## config.mk

```make
export PLATFORM = sky130hd
export DESIGN_NAME = spi_regport
export DESIGN_NICKNAME = d
export VERILOG_FILES = /design/src/rtl/spi_regport_pkg.sv /design/src/rtl/spi_regport_sync.sv /design/src/rtl/spi_regport_frame.sv /design/src/rtl/spi_regport_tx.sv /design/src/rtl/spi_regport.sv
export SDC_FILE = /design/constraint.sdc
export NUM_CORES = 1
export LEC_CHECK = 0
export BUFFER_PORTS_ARGS = -buffer_cell sky130_fd_sc_hd__buf_4
export CELL_PAD_IN_SITES_DETAIL_PLACEMENT = 0
export CELL_PAD_IN_SITES_GLOBAL_PLACEMENT = 1
export CORE_MARGIN = 2
export CORE_UTILIZATION = 38
export CTS_CLUSTER_SIZE = 20
export DETAILED_ROUTE_END_ITERATION = 8
export PLACE_DENSITY = 0.79
export SYNTH_ARGS = -nofsm -noshare
export SYNTH_HDL_FRONTEND = slang
export SYNTH_SLANG_ARGS = --single-unit
```

## constraint.sdc

```tcl
create_clock -name clk -period 1.9 [get_ports clk]
set_input_delay 0.19 -clock clk [delete_from_list [all_inputs] [get_ports clk]]
set_output_delay 0.19 -clock clk [all_outputs]
set_load 0.01 [all_outputs]
```

## src/rtl/spi_regport_pkg.sv

```systemverilog
package spi_regport_pkg;

  // Operation code carried by the first two bits of a frame
  typedef enum logic [1:0] {
    OP_RES = 2'b00,
    OP_RD  = 2'b01,
    OP_WR  = 2'b10,
    OP_NOP = 2'b11
  } spi_op_e;

endpackage

```

## src/rtl/spi_regport_sync.sv

```systemverilog
module spi_regport_sync #(
  parameter int              WIDTH   = 3,
  parameter int              STAGES  = 2,
  parameter logic [WIDTH-1:0] RST_VAL = '0
) (
  input  logic             clk,
  input  logic             rst_n,
  input  logic [WIDTH-1:0] din,
  output logic [WIDTH-1:0] dout
);

  for (genvar b = 0; b < WIDTH; b++) begin : g_bit
    logic [STAGES-1:0] chain;
    always_ff @(posedge clk or negedge rst_n) begin
      if (!rst_n) chain <= {STAGES{RST_VAL[b]}};
      else        chain <= {chain[STAGES-2:0], din[b]};
    end
    assign dout[b] = chain[STAGES-1];
  end

endmodule

```

## src/rtl/spi_regport_frame.sv

```systemverilog
module spi_regport_frame
  import spi_regport_pkg::*;
#(
  parameter int              ADDR_W      = 4,
  parameter int              DATA_W      = 8,
  parameter int              RES_W       = 20,
  parameter logic [ADDR_W-1:0] LAST_ADDR   = 4'hA,
  parameter logic [ADDR_W-1:0] STATUS_ADDR = 4'hA
) (
  input  logic              clk,
  input  logic              rst_n,
  input  logic              cs_act,
  input  logic              sclk_s,
  input  logic              sdi_s,
  output logic              sclk_fall,
  output logic [ADDR_W-1:0] cfg_addr,
  output logic [DATA_W-1:0] cfg_wdata,
  output logic              cfg_wr,
  input  logic [DATA_W-1:0] cfg_rdata,
  input  logic [RES_W-1:0]  res_data,
  input  logic              res_valid,
  output logic              res_ready,
  output logic              tx_load,
  output logic [RES_W-1:0]  tx_value
);

  localparam int FRAME_W  = 2 + ADDR_W + 2 + DATA_W;
  localparam int MAX_BITS = (FRAME_W > RES_W + 2) ? FRAME_W : RES_W + 2;
  localparam int CNT_W    = $clog2(MAX_BITS + 1);
  localparam logic [CNT_W-1:0] CNT_OP    = CNT_W'(1);
  localparam logic [CNT_W-1:0] CNT_ADDR  = CNT_W'(1 + ADDR_W);
  localparam logic [CNT_W-1:0] CNT_RDLD  = CNT_W'(FRAME_W - DATA_W - 1);
  localparam logic [CNT_W-1:0] CNT_FULL  = CNT_W'(FRAME_W);
  localparam logic [CNT_W-1:0] CNT_RES1  = CNT_W'(3);
  localparam logic [CNT_W-1:0] CNT_MAX   = '1;

  logic             sclk_q, cs_q;
  logic             sclk_rise, cs_start, cs_end;
  logic [CNT_W-1:0] cnt;
  logic [DATA_W-1:0] rx;
  spi_op_e          op, op_next;
  logic             grab;
  logic             wr_ok;

  always_ff @(posedge clk or negedge rst_n) begin
    if (!rst_n) begin
      sclk_q <= 1'b0;
      cs_q   <= 1'b0;
    end else begin
      sclk_q <= sclk_s;
      cs_q   <= cs_act;
    end
  end

  assign sclk_rise = cs_act & sclk_s & ~sclk_q;
  assign sclk_fall = cs_act & ~sclk_s & sclk_q;
  assign cs_start  = cs_act & ~cs_q;
  assign cs_end    = ~cs_act & cs_q;
  assign op_next   = spi_op_e'({rx[0], sdi_s});
  assign wr_ok     = (cfg_addr <= LAST_ADDR) && (cfg_addr != STATUS_ADDR);

  always_ff @(posedge clk or negedge rst_n) begin
    if (!rst_n) begin
      cnt       <= '0;
      rx        <= '0;
      op        <= OP_NOP;
      grab      <= 1'b0;
      cfg_addr  <= '0;
      cfg_wr    <= 1'b0;
      res_ready <= 1'b0;
    end else begin
      cfg_wr    <= 1'b0;
      res_ready <= 1'b0;
      if (cs_start) begin
        cnt  <= '0;
        rx   <= '0;
        op   <= OP_NOP;
        grab <= 1'b0;
      end else if (sclk_rise) begin
        if (cnt < CNT_FULL) rx <= {rx[DATA_W-2:0], sdi_s};
        if (cnt != CNT_MAX) cnt <= cnt + 1'b1;
        if (cnt == CNT_OP) begin
          op <= op_next;
          if (op_next == OP_RES) grab <= res_valid;
        end
        if (cnt == CNT_ADDR) cfg_addr <= {rx[ADDR_W-2:0], sdi_s};
      end else if (cs_end) begin
        cfg_wr    <= (op == OP_WR) && (cnt >= CNT_FULL) && wr_ok;
        res_ready <= (op == OP_RES) && grab && (cnt >= CNT_RES1);
        op        <= OP_NOP;
      end
    end
  end

  assign cfg_wdata = rx;

  // Load the output shifter: result word after the command bits, register
  // data after the address and pad bits of a read frame.
  always_comb begin
    tx_load  = 1'b0;
    tx_value = '0;
    if (sclk_rise && cnt == CNT_OP && op_next == OP_RES) begin
      tx_load  = 1'b1;
      tx_value = res_valid ? res_data : '0;
    end else if (sclk_rise && cnt == CNT_RDLD && op == OP_RD) begin
      tx_load  = 1'b1;
      tx_value = {(cfg_addr > LAST_ADDR) ? {DATA_W{1'b0}} : cfg_rdata,
                  {(RES_W-DATA_W){1'b0}}};
    end
  end


  pop_needs_valid_chk: assert property (@(posedge clk) disable iff (!rst_n)
    res_ready |-> res_valid);

  wr_legal_addr_chk: assert property (@(posedge clk) disable iff (!rst_n)
    cfg_wr |-> (cfg_addr <= LAST_ADDR && cfg_addr != STATUS_ADDR));

  wr_single_pulse_chk: assert property (@(posedge clk) disable iff (!rst_n)
    cfg_wr |=> !cfg_wr);

  pop_single_pulse_chk: assert property (@(posedge clk) disable iff (!rst_n)
    res_ready |=> !res_ready);

  wr_pop_excl_chk: assert property (@(posedge clk) disable iff (!rst_n)
    !(cfg_wr && res_ready));

  wr_after_cs_chk: assert property (@(posedge clk) disable iff (!rst_n)
    cfg_wr |-> !cs_act);

endmodule

```

## src/rtl/spi_regport_tx.sv

```systemverilog
module spi_regport_tx #(
  parameter int RES_W = 20
) (
  input  logic             clk,
  input  logic             rst_n,
  input  logic             cs_act,
  input  logic             sclk_fall,
  input  logic             load,
  input  logic [RES_W-1:0] value,
  output logic             sdo
);

  logic [RES_W-1:0] sh;

  always_ff @(posedge clk or negedge rst_n) begin
    if (!rst_n) begin
      sh  <= '0;
      sdo <= 1'b0;
    end else if (!cs_act) begin
      sh  <= '0;
      sdo <= 1'b0;
    end else if (load) begin
      sh <= value;
    end else if (sclk_fall) begin
      sdo <= sh[RES_W-1];
      sh  <= {sh[RES_W-2:0], 1'b0};
    end
  end


  sdo_idle_low_chk: assert property (@(posedge clk) disable iff (!rst_n)
    !cs_act |=> !sdo);

  load_fall_apart_chk: assert property (@(posedge clk) disable iff (!rst_n)
    !(load && sclk_fall));

  sdo_moves_on_fall_chk: assert property (@(posedge clk) disable iff (!rst_n)
    (cs_act && $past(cs_act) && !$stable(sdo)) |-> $past(sclk_fall));

endmodule

```

## src/rtl/spi_regport.sv

```systemverilog
module spi_regport #(
  parameter int                SYNC_STAGES = 2,
  parameter int                ADDR_W      = 4,
  parameter int                DATA_W      = 8,
  parameter int                RES_W       = 20,
  parameter logic [ADDR_W-1:0] LAST_ADDR   = 4'hA,
  parameter logic [ADDR_W-1:0] STATUS_ADDR = 4'hA
) (
  input  logic              clk,
  input  logic              rst_n,
  input  logic              spi_csn,
  input  logic              spi_sclk,
  input  logic              spi_sdi,
  output logic              spi_sdo,
  output logic [ADDR_W-1:0] cfg_addr,
  output logic [DATA_W-1:0] cfg_wdata,
  output logic              cfg_wr,
  input  logic [DATA_W-1:0] cfg_rdata,
  input  logic [RES_W-1:0]  res_data,
  input  logic              res_valid,
  output logic              res_ready
);

  logic [2:0]       sync_out;
  logic             cs_act, sclk_s, sdi_s;
  logic             sclk_fall, tx_load;
  logic [RES_W-1:0] tx_value;

  spi_regport_sync #(
    .WIDTH   (3),
    .STAGES  (SYNC_STAGES),
    .RST_VAL (3'b100)
  ) u_sync (
    .clk   (clk),
    .rst_n (rst_n),
    .din   ({spi_csn, spi_sclk, spi_sdi}),
    .dout  (sync_out)
  );

  assign cs_act = ~sync_out[2];
  assign sclk_s = sync_out[1];
  assign sdi_s  = sync_out[0];

  spi_regport_frame #(
    .ADDR_W      (ADDR_W),
    .DATA_W      (DATA_W),
    .RES_W       (RES_W),
    .LAST_ADDR   (LAST_ADDR),
    .STATUS_ADDR (STATUS_ADDR)
  ) u_frame (
    .clk       (clk),
    .rst_n     (rst_n),
    .cs_act    (cs_act),
    .sclk_s    (sclk_s),
    .sdi_s     (sdi_s),
    .sclk_fall (sclk_fall),
    .cfg_addr  (cfg_addr),
    .cfg_wdata (cfg_wdata),
    .cfg_wr    (cfg_wr),
    .cfg_rdata (cfg_rdata),
    .res_data  (res_data),
    .res_valid (res_valid),
    .res_ready (res_ready),
    .tx_load   (tx_load),
    .tx_value  (tx_value)
  );

  spi_regport_tx #(
    .RES_W (RES_W)
  ) u_tx (
    .clk       (clk),
    .rst_n     (rst_n),
    .cs_act    (cs_act),
    .sclk_fall (sclk_fall),
    .load      (tx_load),
    .value     (tx_value),
    .sdo       (spi_sdo)
  );

endmodule

```

; After elaboration in Yosys (flattened, before gate mapping)
; Index checks and enable logic that the tools add are counted.
[op_classes]
mux = 32
n_lt_le_gt_ge = 5
n_reduce_logical = 25
add_sub_neg = 1
n_eq_ne = 9
shifts = 0
div = 0
mul = 0
bitwise_logic = 11
[op_table]
columns = operator, n
row1 = 2-to-1 mux 20 bit, 6
row2 = 2-to-1 mux 8 bit, 4
row3 = 2-to-1 mux 1 bit, 15
row4 = 2-to-1 mux 5 bit, 3
row5 = nonzero test 2 bit, 6
row6 = == test 5 x 3 -> 1 bit (second input constant), 2
row7 = logical AND 1 bit, 9
row8 = 2-to-1 mux 2 bit, 4
row9 = AND reduction 2 bit, 4
row10 = bitwise AND 1 bit, 6
row11 = AND reduction 3 bit, 2
row12 = nonzero test 3 bit, 2
row13 = adder 5 x 1 -> 5 bit (second input constant), 1
row14 = == test 5 x 1 -> 1 bit (second input constant), 1
row15 = greater-or-equal comparator 5 x 2 -> 1 bit (second input constant), 1
row16 = greater-or-equal comparator 5 bit (second input constant), 1
row17 = < comparator 5 bit (second input constant), 1
row18 = != test 5 bit (second input constant), 1
row19 = inverter 1 bit, 5
row20 = > comparator 4 bit (second input constant), 1
row21 = less-or-equal comparator 4 bit (second input constant), 1
row22 = logical NOT 2 bit, 2
row23 = != test 4 bit (second input constant), 1
row24 = != test 3 bit (second input constant), 1
row25 = 3 further kinds, 3
[word_totals]
reg_bits = 51
output_inout_bits = 15
mem_bits_ro = 0
input_bits = 34
n_memories = 0
word_cells = 97
mem_bits_rw = 0
latch_bits = 0

; Depth between registers and ports, before layout
; Gate-level depths: netlist (run 1).
[logic_depth]
depth_word = 9
ltp_mapped = 9
depth_no_buf = 7

; Hierarchy
; From an unflattened synthesis (run 1), not the netlist that was laid out.
[unflattened]
cells_unflattened = 244
area_unflattened_um2 = 2571.2
[by_module_without_submodules]
columns = mod, area_each_um2, cells_per_inst, seq_area_each_um2, instances
row1 = spi_regport_frame, 1376.3, 141, 603.1, 1
row2 = spi_regport_tx, 1016.0, 93, 525.5, 1
row3 = spi_regport_sync, 175.2, 9, 152.6, 1
row4 = spi_regport, 3.8, 1, 0.0, 1

; Worst setup path after synthesis (run 1)
; OpenSTA, ideal clock, no wires.
[synth_path]
path_type = flip-flop to flip-flop
from = reg u_frame.cnt[1]
to = reg u_tx.sh[3]
setup_slack_ns = -0.152
setup_ns = 0.138
path_stages_with_launch = 10
required_time_ns = 1.762
path_buffers = 2
synth_period_minus_slack_ns = 2.052
t_arrival_ns = 1.915
cell_sequence = dfrtp_1 -> inv_1 -> ha_1 -> or4b_4 -> nor3_2 -> buf_6 -> o21ai_4 -> buf_6 -> a221oi_2 -> nor3_2
[synth_via]
elab_chain_len = 7
elab_cells_between_ends = 12
classes_between = eq/ne: 2 / mux: 5 / reduce/logical: 5
[synth_rtl]
columns = element, line_no
row1 = "start, declared", spi_regport_frame.sv:39  ; logic [CNT_W-1:0] cnt;
row2 = "start signal, assigned", spi_regport_frame.sv:81  ; if (cnt != CNT_MAX) cnt <= cnt + 1'b1;
row3 = == test 5 x 3 -> 1 bit, spi_regport_frame.sv:105  ; end else if (sclk_rise && cnt == CNT_RDLD && op == OP_RD) begin
row4 = logical AND 1 bit (2 in series), spi_regport_frame.sv:105
row5 = 2-to-1 mux 1 bit, spi_regport_frame.sv:105
row6 = 2-to-1 mux 1 bit, spi_regport_frame.sv:102  ; if (sclk_rise && cnt == CNT_OP && op_next == OP_RES) begin
row7 = 2-to-1 mux 20 bit, spi_regport_tx.sv:22  ; end else if (load) begin
row8 = 2-to-1 mux 20 bit, spi_regport_tx.sv:19  ; end else if (!cs_act) begin
row9 = "end signal, assigned", spi_regport_tx.sv:23  ; sh <= value;
row10 = "end signal, assigned", spi_regport_tx.sv:26  ; sh <= {sh[RES_W-2:0], 1'b0};
row11 = "end, declared", spi_regport_tx.sv:13  ; logic [RES_W-1:0] sh;
; Parallel ways exist; a longest one is shown, timed or not.
; A chain may end at the register's enable or synchronous reset.

; Worst setup path in the final report (run 1)
[layout_path]
from = reg u_frame.cnt[1]
to = reg u_tx.sh[7]
; Same word-level chain as after synthesis.

==> reports/qor.log, run 1 <==
INFO  status         status=finished, violations left
INFO  status         violations=setup timing
INFO  final_layout   area.growth.synth_to_final=27.5%
INFO  final_layout   final_net_count=362
INFO  min_path       worstHoldPathType=in -> reg
INFO  sta            grt_setup_unrepaired=true
INFO  min_path       min_from=res_data[0]
INFO  grt            grt.total_usage=0.157
INFO  placed_design  gp_routability_congestion=0.740
INFO  grt            vias_in_the_first_global_route=1994
INFO  grt            grt_first_pass_wirelength=9360um
INFO  sta            final.min_clock_period=1.98ns
INFO  synthesis      yosys-top-cells-area=dfrtp_1, nand2_1, a221oi_2
INFO  floorplanning  ioPinCount=49
INFO  sta            timing_max_transition_violations_final=0
INFO  floorplanning  row_count=30
INFO  pwr            total_leakage_power=1.59nW
INFO  clock_network  path_clk_slew=0.09ns
INFO  detailed_routing detail_route.vias_per_cell=5.28
INFO  clock_network  tritoncts_num_sinks=51
INFO  floorplanning  core-area=0.00672mm2
INFO  placed_design  placedInstanceArea=0.00315mm2
INFO  detailed_routing drcViolationCount=0
INFO  sta            fmax=506MHz
INFO  detailed_routing detail_route.first_pass.iterations=4
INFO  floorplanning  area_of_the_die=0.00754mm2
INFO  critical_path  top_fanout_value_on_the_critical_path=13
INFO  sta            finalHoldWorstSlack=0.146ns
INFO  pwr            total_power=2.25mW
INFO  clock_network  max_h_tree_level=2
INFO  sta            worstMarginPinSlew=0.642ns
INFO  critical_path  critical_path.startpoint=u_frame.cnt[1]
INFO  synthesis      yosysUniqueCellTypes=43
INFO  synthesis      ys_seq_elements=51
INFO  critical_path  worst_setup_path_start_kind=register
INFO  pwr            power-per-cell-area=676mW/mm2
INFO  floorplanning  die_width=86.9um
INFO  grt            antenna_found_initial=0
INFO  synthesis      yosys_top_cell_by_area=dfrtp_1
INFO  detailed_routing drt.antenna.violating_nets=0
INFO  critical_path  capturing_element_type_of_the_critical_path=register
INFO  detailed_routing routed_wirelength=5840um
INFO  run            maxCapViolCount=0
INFO  critical_path  critPathArrivalTime=2.21ns
INFO  critical_path  timing_worst_setup_path_type=reg -> reg
INFO  detailed_routing wire_per_inst=14.5um
INFO  final_layout   instances_no_fill=404
INFO  sta            normalized_max_slew_margin=0.572
INFO  synthesis      synth_top_cell_area_share=0.451
INFO  sta            setup_viol_count_final=15
INFO  final_layout   antenna-diode-count=0
INFO  placed_design  dp_hpwl=4080um
INFO  final_layout   fraction_of_layout_instances_using_a_drive_strength_above_1=0.383
INFO  synthesis      synth-async-reset-ratio=1.00
INFO  floorplanning  initial_utilization=0.388
INFO  floorplanning  die-height=86.9um
INFO  synthesis      synthCells=255
INFO  critical_path  critical_path.reg2reg.startpoint=u_frame.cnt[1]
INFO  final_layout   final_cell_area=0.00333mm2
INFO  synthesis      post-synth-top-count-cell=nand2_1
INFO  placed_design  numPortBuffers=48
INFO  clock_network  cts_inserted_buffers=5
INFO  critical_path  timing.critical_path.required=2.13ns
INFO  sta            timing.final.hold_violations=0
INFO  pwr            worst_ir_drop_vdd=0.000389V
INFO  synthesis      synth_area=0.00261mm2
INFO  synthesis      post_synth_most_frequent_cells=nand2_1, dfrtp_1, nor2_1
INFO  sta            layout_worst_path_cycle_share=1.04
INFO  clock_network  post_cts.repair.setup_buffers=0
INFO  grt            grt_start_max_net_pins=52
INFO  clock_network  clockRootBuffer=clkbuf_8
INFO  synthesis      synth-main-ff-cell=dfrtp_1
INFO  final_layout   final_core_utilization=0.495
INFO  sta            finalSetupTns=-0.746ns
INFO  synthesis      synth_nets=294
INFO  sta            fin_worst_skew=0.00703ns
INFO  synthesis      postSynthAreaPerCell=10.2um2
INFO  clock_network  clock_tree_from_tritoncts=done
INFO  clock_network  clk_path_buf_depth=2
INFO  grt            grt_remaining_overflow=0
INFO  placed_design  placed_cells=391
INFO  synthesis      yosys_warnings=0
INFO  clock_network  clock_insertion_delay_worst_skew=0.30ns
INFO  sta            setup_slack=-0.0777ns
INFO  detailed_routing num_vias=2132
INFO  placed_design  detailedPlace.worstSlack=-0.137ns
INFO  detailed_routing initialDrtViolationCount=87
INFO  synthesis      seq_area_frac_synth=0.491
INFO  synthesis      synth_enable_flop_cells=0
area by class of cell:
cell class              count  area (um2)
multi-input cells         186        1220
flip-flops and latches     51        1280
well taps                  80         100
inverters                   3        11.3
clock buffers               5        68.8
fillers                   631        3390
clock inverters             3        43.8
repair buffers             76         606
state kept, by name, summed over array words and instances, names as in the netlist:
register            flops
u_frame.cfg_wdata       8
u_frame.res_ready       1
u_frame.op              2
u_frame.cnt             5
u_frame.grab            1
u_sync.g_bit.chain      6
u_frame.sclk_q          1
u_frame.cs_q            1
u_frame.cfg_wr          1
u_tx.sdo                1
u_frame.cfg_addr        4
u_tx.sh                20
worst paths after layout:
path	endpoint	slack (ns)	cells past startpoint
worst max-delay path	u_tx.sh[7]	-0.08	9
worst min-delay path	u_tx.sh[0]	0.15	2
worst max register to register	u_tx.sh[7]	-0.08	9
worst min register to register	u_sync.g_bit[2].chain[1]	0.35	0
max in group asynchronous	u_frame.cfg_wr	1.01	2
min in group asynchronous	u_tx.sh[6]	0.43	2
report_power, final:
group / switching [mW] / internal [mW]
Combinational: 0.172 / 0.167
Sequential: 0.0294 / 1.13
Clock: 0.356 / 0.392
Total: 0.558 / 1.69
metal layers:
metal | wire length, um | GRT usage | vias up
met4 | 18 | 0.0341 | 0
li1 | - | - | 1032
met5 | 0 | 0 | -
met3 | 245 | 0.0313 | 2
met1 | 2670 | 0.215 | 1059
met2 | 2910 | 0.260 | 39
cell usage in the layout (no fill, tap or decap), drive strengths merged, types with 2 or more instances in the layout:
master,n
buf,72
nand2,52
dfrtp,47
nor2,23
a21oi,20
nor3,12
o21ai,12
nand3,11
a221oi,11
a22oi,9
ha,5
clkbuf,5
mux2,4
dlygate4sd3,4
dfstp,4
inv,3
nor2b,3
or2b,2
o22a,2
xor2,2
and3,2
nand4bb,2
or4b,2
or3,2
clkinv,2
timing repair:
| item | CTS | global route |
|---|---|---|
| gates cloned | 1 | 0 |
| pin swaps | 6 | 8 |
| hold buffers | 4 | 0 |
| resized for setup | 5 | 6 |
| endpoints found under the setup margin | 20 | 27 |
| hold endpoints to repair | 50 | 0 |
worst max-delay path: stages, from the launching register on:
cell	delay, ns
dfrtp_1	0.38
inv_1	0.05
ha_1	0.14
or4b_4	0.49
nor3_2	0.11
buf_4	0.15
and3_4	0.19
buf_12	0.15
a221oi_2	0.07
nor3_2	0.17
logic make-up (layout without fill, tap and decap cells):
kind of cell	Yosys count	after routing	share of synthesized area
and+or+nand+nor	116	117	0.232
AOI/OAI and AO/OA	56	56	0.170
DFF	51	51	0.491
buffers and inverters	19	87	0.0518
adders and majority gates	5	5	0.0240
muxes	5	5	0.0211
xor gates and xnor gates	3	3	0.0101
No activity file was read; power rests on OpenSTA's default activity.
==> run 2: changes to the inputs <==
--- a/config.mk
+++ b/config.mk
@@ -13,6 +13,7 @@
 export CTS_CLUSTER_SIZE = 20
 export DETAILED_ROUTE_END_ITERATION = 8
 export PLACE_DENSITY = 0.79
+export SKIP_LAST_GASP = 1
 export SYNTH_ARGS = -nofsm -noshare
 export SYNTH_HDL_FRONTEND = slang
 export SYNTH_SLANG_ARGS = --single-unit
==> run 2 against run 1 <==
  * The flow still finishes with violations (setup timing)
  * Count of clock-buffer cells in the layout unchanged
  * Die area unchanged
  * Combinational power increased by 4%
  * Core utilization up 0.76 points
  * Maximum frequency decreased by 1.3%
  * Sequential power is essentially flat
  * Clock power barely moved
  * Sequential cell count unchanged
  * First-iteration DRC count grew 21%
  * Hold slack improved by 0.0036 ns
==> reports/qor.log, run 2 (synthesized netlist as in run 1, its figures left out) <==
INFO  min_path       worstHoldPathType=in -> reg
INFO  sta            final.min_clock_period=2.00ns [+0.0259 ns]
INFO  grt            grt_first_pass_wirelength=9360um [unchanged]
INFO  final_layout   layout_common_cells=buf_4, nand2_1, dfrtp_1
INFO  critical_path  critical_path.cell_chain=inv_1 > ha_2 > or4b_4 > nor3_2 > buf_4 > o21ai_4 > a221oi_2 > nor3_1
INFO  grt            grt_start_max_net_pins=52 [unchanged]
INFO  sta            layout_worst_path_cycle_share=1.05 [+0.0136]
INFO  clock_network  clockRootBuffer=clkbuf_8
INFO  critical_path  worst_r2r_path_depth=8 [-1]
INFO  detailed_routing num_vias=2139 [+0.33%]
INFO  critical_path  critPathBufInv=2 [-1]
INFO  status         status=finished, violations left
INFO  sta            normalized_max_slew_margin=0.571 [about the same]
INFO  floorplanning  ioPinCount=49 [unchanged]
INFO  critical_path  critPathArrivalTime=2.19ns [-0.02 ns]
INFO  floorplanning  row_count=30 [unchanged]
INFO  final_layout   instances_no_fill=406 [+0.50%]
INFO  detailed_routing detail_route.vias_per_cell=5.27 [-0.17%]
INFO  floorplanning  die_width=86.9um [unchanged]
INFO  clock_network  cts_inserted_buffers=5 [unchanged]
INFO  critical_path  timing.critical_path.required=2.09ns [-0.04 ns]
INFO  clock_network  clock_insertion_delay_worst_skew=0.30ns [about the same]
INFO  run            maxCapViolCount=0 [unchanged]
INFO  grt            vias_in_the_first_global_route=1994 [unchanged]
INFO  critical_path  critical_path.endpoint=u_tx.sh[2]
INFO  floorplanning  area_of_the_die=0.00754mm2 [unchanged]
INFO  critical_path  timing_worst_setup_path_type=reg -> reg
INFO  sta            fin_worst_skew=0.00713ns [+0.000101 ns]
INFO  floorplanning  die-height=86.9um [unchanged]
INFO  detailed_routing wire_per_inst=14.7um [+2.0%]
INFO  final_layout   most_common_cell_after_layout_fill_and_taps_aside=buf_4
INFO  placed_design  dp_hpwl=4080um [unchanged]
INFO  placed_design  numPortBuffers=48 [unchanged]
INFO  critical_path  capturing_element_type_of_the_critical_path=register
INFO  sta            setup_viol_count_final=19 [+4]
INFO  floorplanning  initial_utilization=0.388 [unchanged]
INFO  critical_path  critical_path.startpoint=u_frame.cnt[1]
INFO  floorplanning  core-area=0.00672mm2 [unchanged]
INFO  critical_path  worst_setup_path_start_kind=register
INFO  clock_network  clk_path_buf_depth=2 [unchanged]
INFO  grt            globalRoute.busiestLayer=met2
INFO  grt            gr-usage-met3=0.0313 [unchanged]
INFO  critical_path  top_fanout_value_on_the_critical_path=11 [-2]
INFO  critical_path  crit_slowest_cell=or4b_4
INFO  placed_design  placed_cells=391 [unchanged]
INFO  grt            grt.total_usage=0.157 [unchanged]
INFO  sta            timing_max_transition_violations_final=0 [unchanged]
INFO  sta            fmax=499MHz [-1.3%]
INFO  sta            grt_setup_unrepaired=true
INFO  critical_path  setup_slack_reg_to_reg=-0.10ns [-0.03 ns]
INFO  grt            grt_remaining_overflow=0 [unchanged]
INFO  clock_network  tritoncts_num_sinks=51 [unchanged]
INFO  grt            global_route.usage.met1=0.215 [unchanged]
INFO  detailed_routing routed_wirelength=5980um [+2.5%]
INFO  final_layout   final_core_utilization=0.503 [+0.00764]
INFO  detailed_routing drt.antenna.violating_nets=0 [unchanged]
INFO  pwr            total_leakage_power=1.60nW [+0.64%]
INFO  sta            timing.final.hold_violations=0 [unchanged]
INFO  clock_network  clock_tree_from_tritoncts=done
INFO  clock_network  path_clk_slew=0.09ns [about the same]
INFO  detailed_routing initialDrtViolationCount=105 [+21%]
INFO  detailed_routing drcViolationCount=0 [unchanged]
INFO  detailed_routing detail_route.first_pass.iterations=5 [+1]
INFO  grt            global_route.usage.met2=0.260 [unchanged]
INFO  critical_path  worstSetupPathDepth=8 [-1]
INFO  grt            antenna_found_initial=0 [unchanged]
INFO  sta            setup_slack=-0.104ns [-0.0259 ns]
INFO  final_layout   final_net_count=364 [+0.55%]
INFO  final_layout   fraction_of_layout_instances_using_a_drive_strength_above_1=0.393 [+0.00992]
INFO  pwr            worst_ir_drop_vdd=0.000390V [about the same]
INFO  final_layout   top_register=u_tx.sh
INFO  critical_path  worstReg2RegEnd=u_tx.sh[2]
INFO  clock_network  max_h_tree_level=2 [unchanged]
INFO  critical_path  worst_path_dominant_cell_family=simple AND/OR/NAND/NOR gates
INFO  final_layout   antenna-diode-count=0 [unchanged]
INFO  pwr            power-per-cell-area=669mW/mm2 [-1.0%]
INFO  critical_path  critical_path.reg2reg.startpoint=u_frame.cnt[1]
INFO  critical_path  critPathMaxStageDelay=0.49ns [about the same]
INFO  sta            worstMarginPinSlew=0.643ns [+0.000443 ns]
INFO  status         violations=setup timing
INFO  final_layout   largest_register_ffs=20 [unchanged]
INFO  final_layout   area.growth.synth_to_final=29.5%
INFO  placed_design  gp_routability_congestion=0.740 [unchanged]
-- run 2: cell count changes in the layout (fill, tap and decap cells not counted), sizes merged --
cell / before / now
buf: 72 / 73
clkbuf: 5 / 6
-- run 2: how the worst min path moves through the flow --
stage,slack (ns),depth (start not counted),end,startpoint
after global routing,0.14,2,u_tx.sh[0],res_data[0]
final,0.15,2,u_tx.sh[0],res_data[0]
after floorplan,-0.11,0,u_frame.cfg_addr[0],rst_n
after CTS,0.14,2,u_tx.sh[0],res_data[0]
after detailed placement,0.26,1,u_tx.sh[7],rst_n
after global placement,0.26,1,u_tx.sh[7],rst_n
-- run 2: final cells by class --
class | count | area (um2)
Clock buffer | 5 | 68.8
Fill cell | 626 | 3340
Inverter | 3 | 11.3
Multi-Input combinational cell | 186 | 1230
Sequential cell | 51 | 1280
Timing Repair Buffer | 78 | 638
Clock inverter | 3 | 43.8
Tap cell | 80 | 100
-- run 2: worst register-to-register path, cell delays in order, from the launching register on --
cell	delay (ns)
dfrtp_1	0.38
inv_1	0.06
ha_2	0.16
or4b_4	0.49
nor3_2	0.12
buf_4	0.15
o21ai_4	0.14
a221oi_2	0.34
nor3_1	0.07
-- run 2: routing by layer --
metal,wire length (um),up-vias
met5,0,-
met3,245,2
met2,3010,44
li1,-,1042
met1,2710,1051
met4,18,0
-- run 2: repair_timing --
action	CTS	global route
buffers inserted	0	1
hold buffers	4	0
resized for setup	4	9
gates cloned	1	1
hold endpoints to repair	50	0
setup endpoints to repair	20	27
pin swaps	5	15
-- run 2: through the flow --
| stage | instance area, um2 | hold WS, ns | setup slack, ns | total power, mW | TNS (ns) |
|---|---|---|---|---|---|
| 2_1_floorplan | 2610 | -0.106 | -0.152 | 1.36 | -1.73 |
| 3_3_place_gp | 3150 | 0.256 | -0.0732 | 1.50 | -0.902 |
| 3_5_place_dp | 3150 | 0.259 | -0.137 | 1.51 | -1.60 |
| 4_1_cts | 3320 | 0.143 | -0.110 | 2.27 | -1.21 |
| 5_1_grt | 3380 | 0.137 | -0.246 | 2.37 | -3.44 |
| 6_report | 3380 | 0.150 | -0.104 | 2.26 | -1.00 |
-- run 2: where the power goes --
group,switching [mW],total [mW],internal (mW)
combinational,0.178,0.352,0.174
clock,0.354,0.747,0.392
sequential,0.0300,1.16,1.13
==> run 3: changes to the inputs <==
--- a/config.mk
+++ b/config.mk
@@ -5,14 +5,15 @@
 export SDC_FILE = /design/constraint.sdc
 export NUM_CORES = 1
 export LEC_CHECK = 0
+export ABC_AREA = 1
 export BUFFER_PORTS_ARGS = -buffer_cell sky130_fd_sc_hd__buf_4
 export CELL_PAD_IN_SITES_DETAIL_PLACEMENT = 0
 export CELL_PAD_IN_SITES_GLOBAL_PLACEMENT = 1
 export CORE_MARGIN = 2
-export CORE_UTILIZATION = 38
+export CORE_UTILIZATION = 36
 export CTS_CLUSTER_SIZE = 20
 export DETAILED_ROUTE_END_ITERATION = 8
-export PLACE_DENSITY = 0.79
+export PLACE_DENSITY = 0.78
 export SKIP_LAST_GASP = 1
 export SYNTH_ARGS = -nofsm -noshare
 export SYNTH_HDL_FRONTEND = slang
==> run 3 against run 2 <==
  * The flow now finishes without violations
  * Design area is 6.0% lower
  * Combinational power fell by 29%
  * Core utilization shrank 4.0 points
  * Die area up 4.5%
  * Clock power down 13%
  * Count of clock-buffer cells in the layout unchanged
  * Synthesized area shrank 0.77%
  * Routed wire length decreased by 5.2%
  * Maximum frequency rose by 19%
  * Critical path depth rose by 3
  * Final cell count increased by 17%
  * Hold slack got worse by 0.064 ns
  * Critical path type unchanged
  * Largest power group unchanged
==> reports/qor.log, run 3 <==
INFO  detailed_routing num_vias=2138 [-0.047%]
INFO  clock_network  max_h_tree_level=2 [unchanged]
INFO  clock_network  clock_insertion_delay_worst_skew=0.31ns [about the same]
INFO  synthesis      post-synth-top-count-cell=nand2_1
INFO  detailed_routing wire_per_inst=12.0um [-19%]
INFO  clock_network  post_cts.repair.setup_buffers=0 [unchanged]
INFO  pwr            worst_ir_drop_vdd=0.000498V [+28%]
INFO  min_path       worstHoldPathType=in -> reg
INFO  critical_path  timing.critical_path.required=2.14ns [+0.05 ns]
INFO  clock_network  clk_path_buf_depth=2 [unchanged]
INFO  critical_path  critPathMaxStageDelay=0.44ns [-0.05 ns]
INFO  floorplanning  ioPinCount=49 [unchanged]
INFO  pwr            power-per-cell-area=650mW/mm2 [-2.8%]
INFO  synthesis      multiplexer_share_of_the_synthesized_area=0 [-0.0211]
INFO  synthesis      synth_top_cell_area_share=0.454 [+0.00349]
INFO  final_layout   most_common_cell_after_layout_fill_and_taps_aside=nand2_1
INFO  final_layout   layout_common_cells=nand2_1, buf_4, dfrtp_1
INFO  final_layout   area.growth.synth_to_final=22.7%
INFO  synthesis      post_synth_xor_area_fraction=0 [-0.0101]
INFO  detailed_routing detail_route.first_pass.iterations=6 [+1]
INFO  sta            setup_slack=0.213ns [+0.316 ns]
INFO  placed_design  detailedPlace.worstSlack=0.204ns [+0.341 ns]
INFO  critical_path  critical_path.cell_chain=inv_1 > ha_1 > inv_1 > nor2_4 > nand2_4 > nor2_4 > buf_4 > nand2_1 > nand2_1 > nand2_1 > o21ai_0
INFO  floorplanning  initial_utilization=0.377 [-0.0114]
INFO  synthesis      seq_area_frac_synth=0.495 [+0.00380]
INFO  detailed_routing drcViolationCount=0 [unchanged]
INFO  synthesis      synth-main-ff-cell=dfrtp_1
INFO  status         status=finished, final reports clean
INFO  placed_design  placed_cells=462 [+18%]
INFO  clock_network  path_clk_slew=0.10ns [about the same]
INFO  clock_network  ctsResizeCount=0 [-4]
INFO  floorplanning  row_count=30 [unchanged]
INFO  synthesis      yosys-top-cells-area=dfrtp_1, nand2_1, dfstp_2
INFO  detailed_routing routed_wirelength=5670um [-5.2%]
INFO  final_layout   largest_register_ffs=20 [unchanged]
INFO  synthesis      synth_area=0.00259mm2 [-0.77%]
INFO  sta            layout_worst_path_cycle_share=0.888 [-0.167]
INFO  synthesis      yosysUniqueCellTypes=31 [-28%]
INFO  critical_path  crit_slowest_cell=dfrtp_1
INFO  sta            fmax=593MHz [+19%]
INFO  floorplanning  die-height=88.8um [+2.2%]
INFO  floorplanning  die_width=88.8um [+2.2%]
INFO  pwr            total_leakage_power=1.64nW [+2.5%]
INFO  sta            setup_viol_count_final=0 [-19]
INFO  final_layout   final_core_utilization=0.462 [-0.0403]
INFO  synthesis      synth_fa_ha_area_frac=0.0242 [+0.000185]
INFO  clock_network  clockRootBuffer=clkbuf_8
INFO  clock_network  cts_inserted_buffers=5 [unchanged]
INFO  floorplanning  core-area=0.00687mm2 [+2.2%]
INFO  placed_design  placedInstanceArea=0.00304mm2 [-3.4%]
INFO  synthesis      postSynthAreaPerCell=8.12um2 [-21%]
INFO  critical_path  worst_setup_path_start_kind=register
INFO  final_layout   fraction_of_layout_instances_using_a_drive_strength_above_1=0.235 [-0.157]
INFO  placed_design  gp_routability_congestion=0.758 [+2.4%]
INFO  detailed_routing drt.antenna.violating_nets=0 [unchanged]
INFO  floorplanning  area_of_the_die=0.00789mm2 [+4.5%]
INFO  synthesis      post_synth_most_frequent_cells=nand2_1, dfrtp_1, nor2_1
INFO  final_layout   antenna-diode-count=0 [unchanged]
INFO  grt            grt_start_max_net_pins=52 [unchanged]
INFO  grt            antenna_found_initial=0 [unchanged]
INFO  critical_path  capturing_element_type_of_the_critical_path=register
INFO  final_layout   top_register=u_tx.sh
INFO  grt            grt_remaining_overflow=0 [unchanged]
INFO  grt            vias_in_the_first_global_route=2023 [+1.5%]
INFO  grt            grt.total_usage=0.152 [-0.00564]
INFO  sta            final.min_clock_period=1.69ns [-0.316 ns]
INFO  final_layout   final_cell_area=0.00318mm2 [-6.0%]
INFO  final_layout   final_net_count=416 [+14%]
INFO  sta            timing.final.hold_violations=0 [unchanged]
INFO  placed_design  numPortBuffers=48 [unchanged]
INFO  placed_design  dp_hpwl=3970um [-2.9%]
INFO  critical_path  critPathBufInv=3 [+1]
INFO  pwr            total_power=2.06mW [-8.6%]
INFO  synthesis      dominant_combinational_cell_family_by_area_after_synthesis=simple AND/OR/NAND/NOR gates
INFO  final_layout   instances_no_fill=474 [+17%]
INFO  run            maxCapViolCount=0 [unchanged]
INFO  critical_path  timing_worst_setup_path_type=reg -> reg
INFO  synthesis      yosys_warnings=0 [unchanged]
INFO  sta            finalHoldWorstSlack=0.0859ns [-0.0642 ns]
INFO  critical_path  top_fanout_value_on_the_critical_path=11 [unchanged]
INFO  synthesis      synth-async-reset-ratio=1.00 [unchanged]
INFO  detailed_routing initialDrtViolationCount=94 [-10%]
INFO  sta            fin_worst_skew=0.00450ns [-0.00263 ns]
INFO  detailed_routing detail_route.vias_per_cell=4.51 [-14%]
INFO  clock_network  tritoncts_num_sinks=51 [unchanged]
INFO  synthesis      synth_nets=358 [+22%]
INFO  synthesis      synth_enable_flop_cells=0 [unchanged]
INFO  sta            normalized_max_slew_margin=0.560 [-0.0118]
INFO  critical_path  critPathArrivalTime=1.93ns [-0.26 ns]
INFO  sta            timing_max_transition_violations_final=0 [unchanged]
INFO  synthesis      simple_logic_cell_fraction_of_the_synthesized_area=0.334 [+0.102]
INFO  synthesis      synthCells=319 [+25%]
INFO  sta            worstMarginPinSlew=0.660ns [+0.0176 ns]
INFO  sta            grt_setup_unrepaired=false
INFO  synthesis      ys_seq_elements=51 [unchanged]
INFO  synthesis      yosys_top_cell_by_area=dfrtp_1
INFO  sta            finalSetupTns=0ns [+1.00 ns]
INFO  synthesis      synth-compound-area-share=0.0764 [-0.0934]
INFO  clock_network  clock_tree_from_tritoncts=done
INFO  critical_path  critPathMostFrequentCell=nand2_1
INFO  critical_path  worst_path_dominant_cell_family=simple AND/OR/NAND/NOR gates
INFO  grt            grt_first_pass_wirelength=9160um [-2.1%]
[run 3: cell count changes after synthesis, moves of 5 or more]
cell / change
nand2_1: +72
inv_1: +20
a221oi_2: -11
a21oi_1: -10
a22oi_1: -9
nor3_2: -9
o21ai_0: +9
nand3_1: +7
clkbuf_1: -6
nor2_1: +5
[run 3: area by class of cell]
cell class	count	area, um2
clock inverters	3	25.0
repair buffers	59	453
fillers	690	3690
clock buffers	5	68.8
inverters	27	104
well taps	96	120
multi-input cells	233	1120
flip-flops and latches	51	1280
[run 3: where the power goes]
part	switching (mW)	internal (mW)	total, mW
sequential	0.0343	1.13	1.16
combinational	0.140	0.110	0.250
clock	0.386	0.264	0.650
total	0.561	1.50	2.06
[run 3: metal layers]
layer,wire [um],GRT usage,vias up
met5,0,0,-
met4,87,0.0537,0
met3,292,0.0308,5
met2,2460,0.243,48
met1,2830,0.205,965
li1,-,-,1120
[run 3: repair_timing]
action | in CTS | in global routing
hold buffers | 4 | 0
endpoints found under the setup margin | 0 | 0
endpoints found under the hold margin | 50 | 0
[run 3: worst reg2reg max path, cell delays in order, from the launching register on]
cell	delay, ns
dfrtp_1	0.44
inv_1	0.08
ha_1	0.13
inv_1	0.07
nor2_4	0.16
nand2_4	0.14
nor2_4	0.17
buf_4	0.19
nand2_1	0.06
nand2_1	0.06
nand2_1	0.05
o21ai_0	0.07
[run 3: worst paths after layout]
| path | depth (start not counted) | end | from | slack (ns) |
|---|---|---|---|---|
| hold / removal | 3 | u_tx.sh[0] | res_data[0] | 0.09 |
| min in group asynchronous | 2 | u_tx.sh[16] | rst_n | 0.45 |
| hold reg to reg | 0 | u_sync.g_bit[1].chain[1] | u_sync.g_bit[1].chain[0] | 0.36 |
| setup / recovery | 11 | u_tx.sh[10] | u_frame.cnt[1] | 0.21 |
| max in group asynchronous | 2 | u_tx.sh[9] | rst_n | 1.01 |
| setup reg to reg | 11 | u_tx.sh[10] | u_frame.cnt[1] | 0.21 |
[run 3: cells by family (layout without fill, tap and decap cells)]
logic type	count (synthesis)	in the layout
adder cells (fa/ha/maj)	5	5
AND/OR/NAND/NOR	191	191
AO/OA/AOI/OAI	37	37
buffers and inverters	35	94
flip-flops	51	51
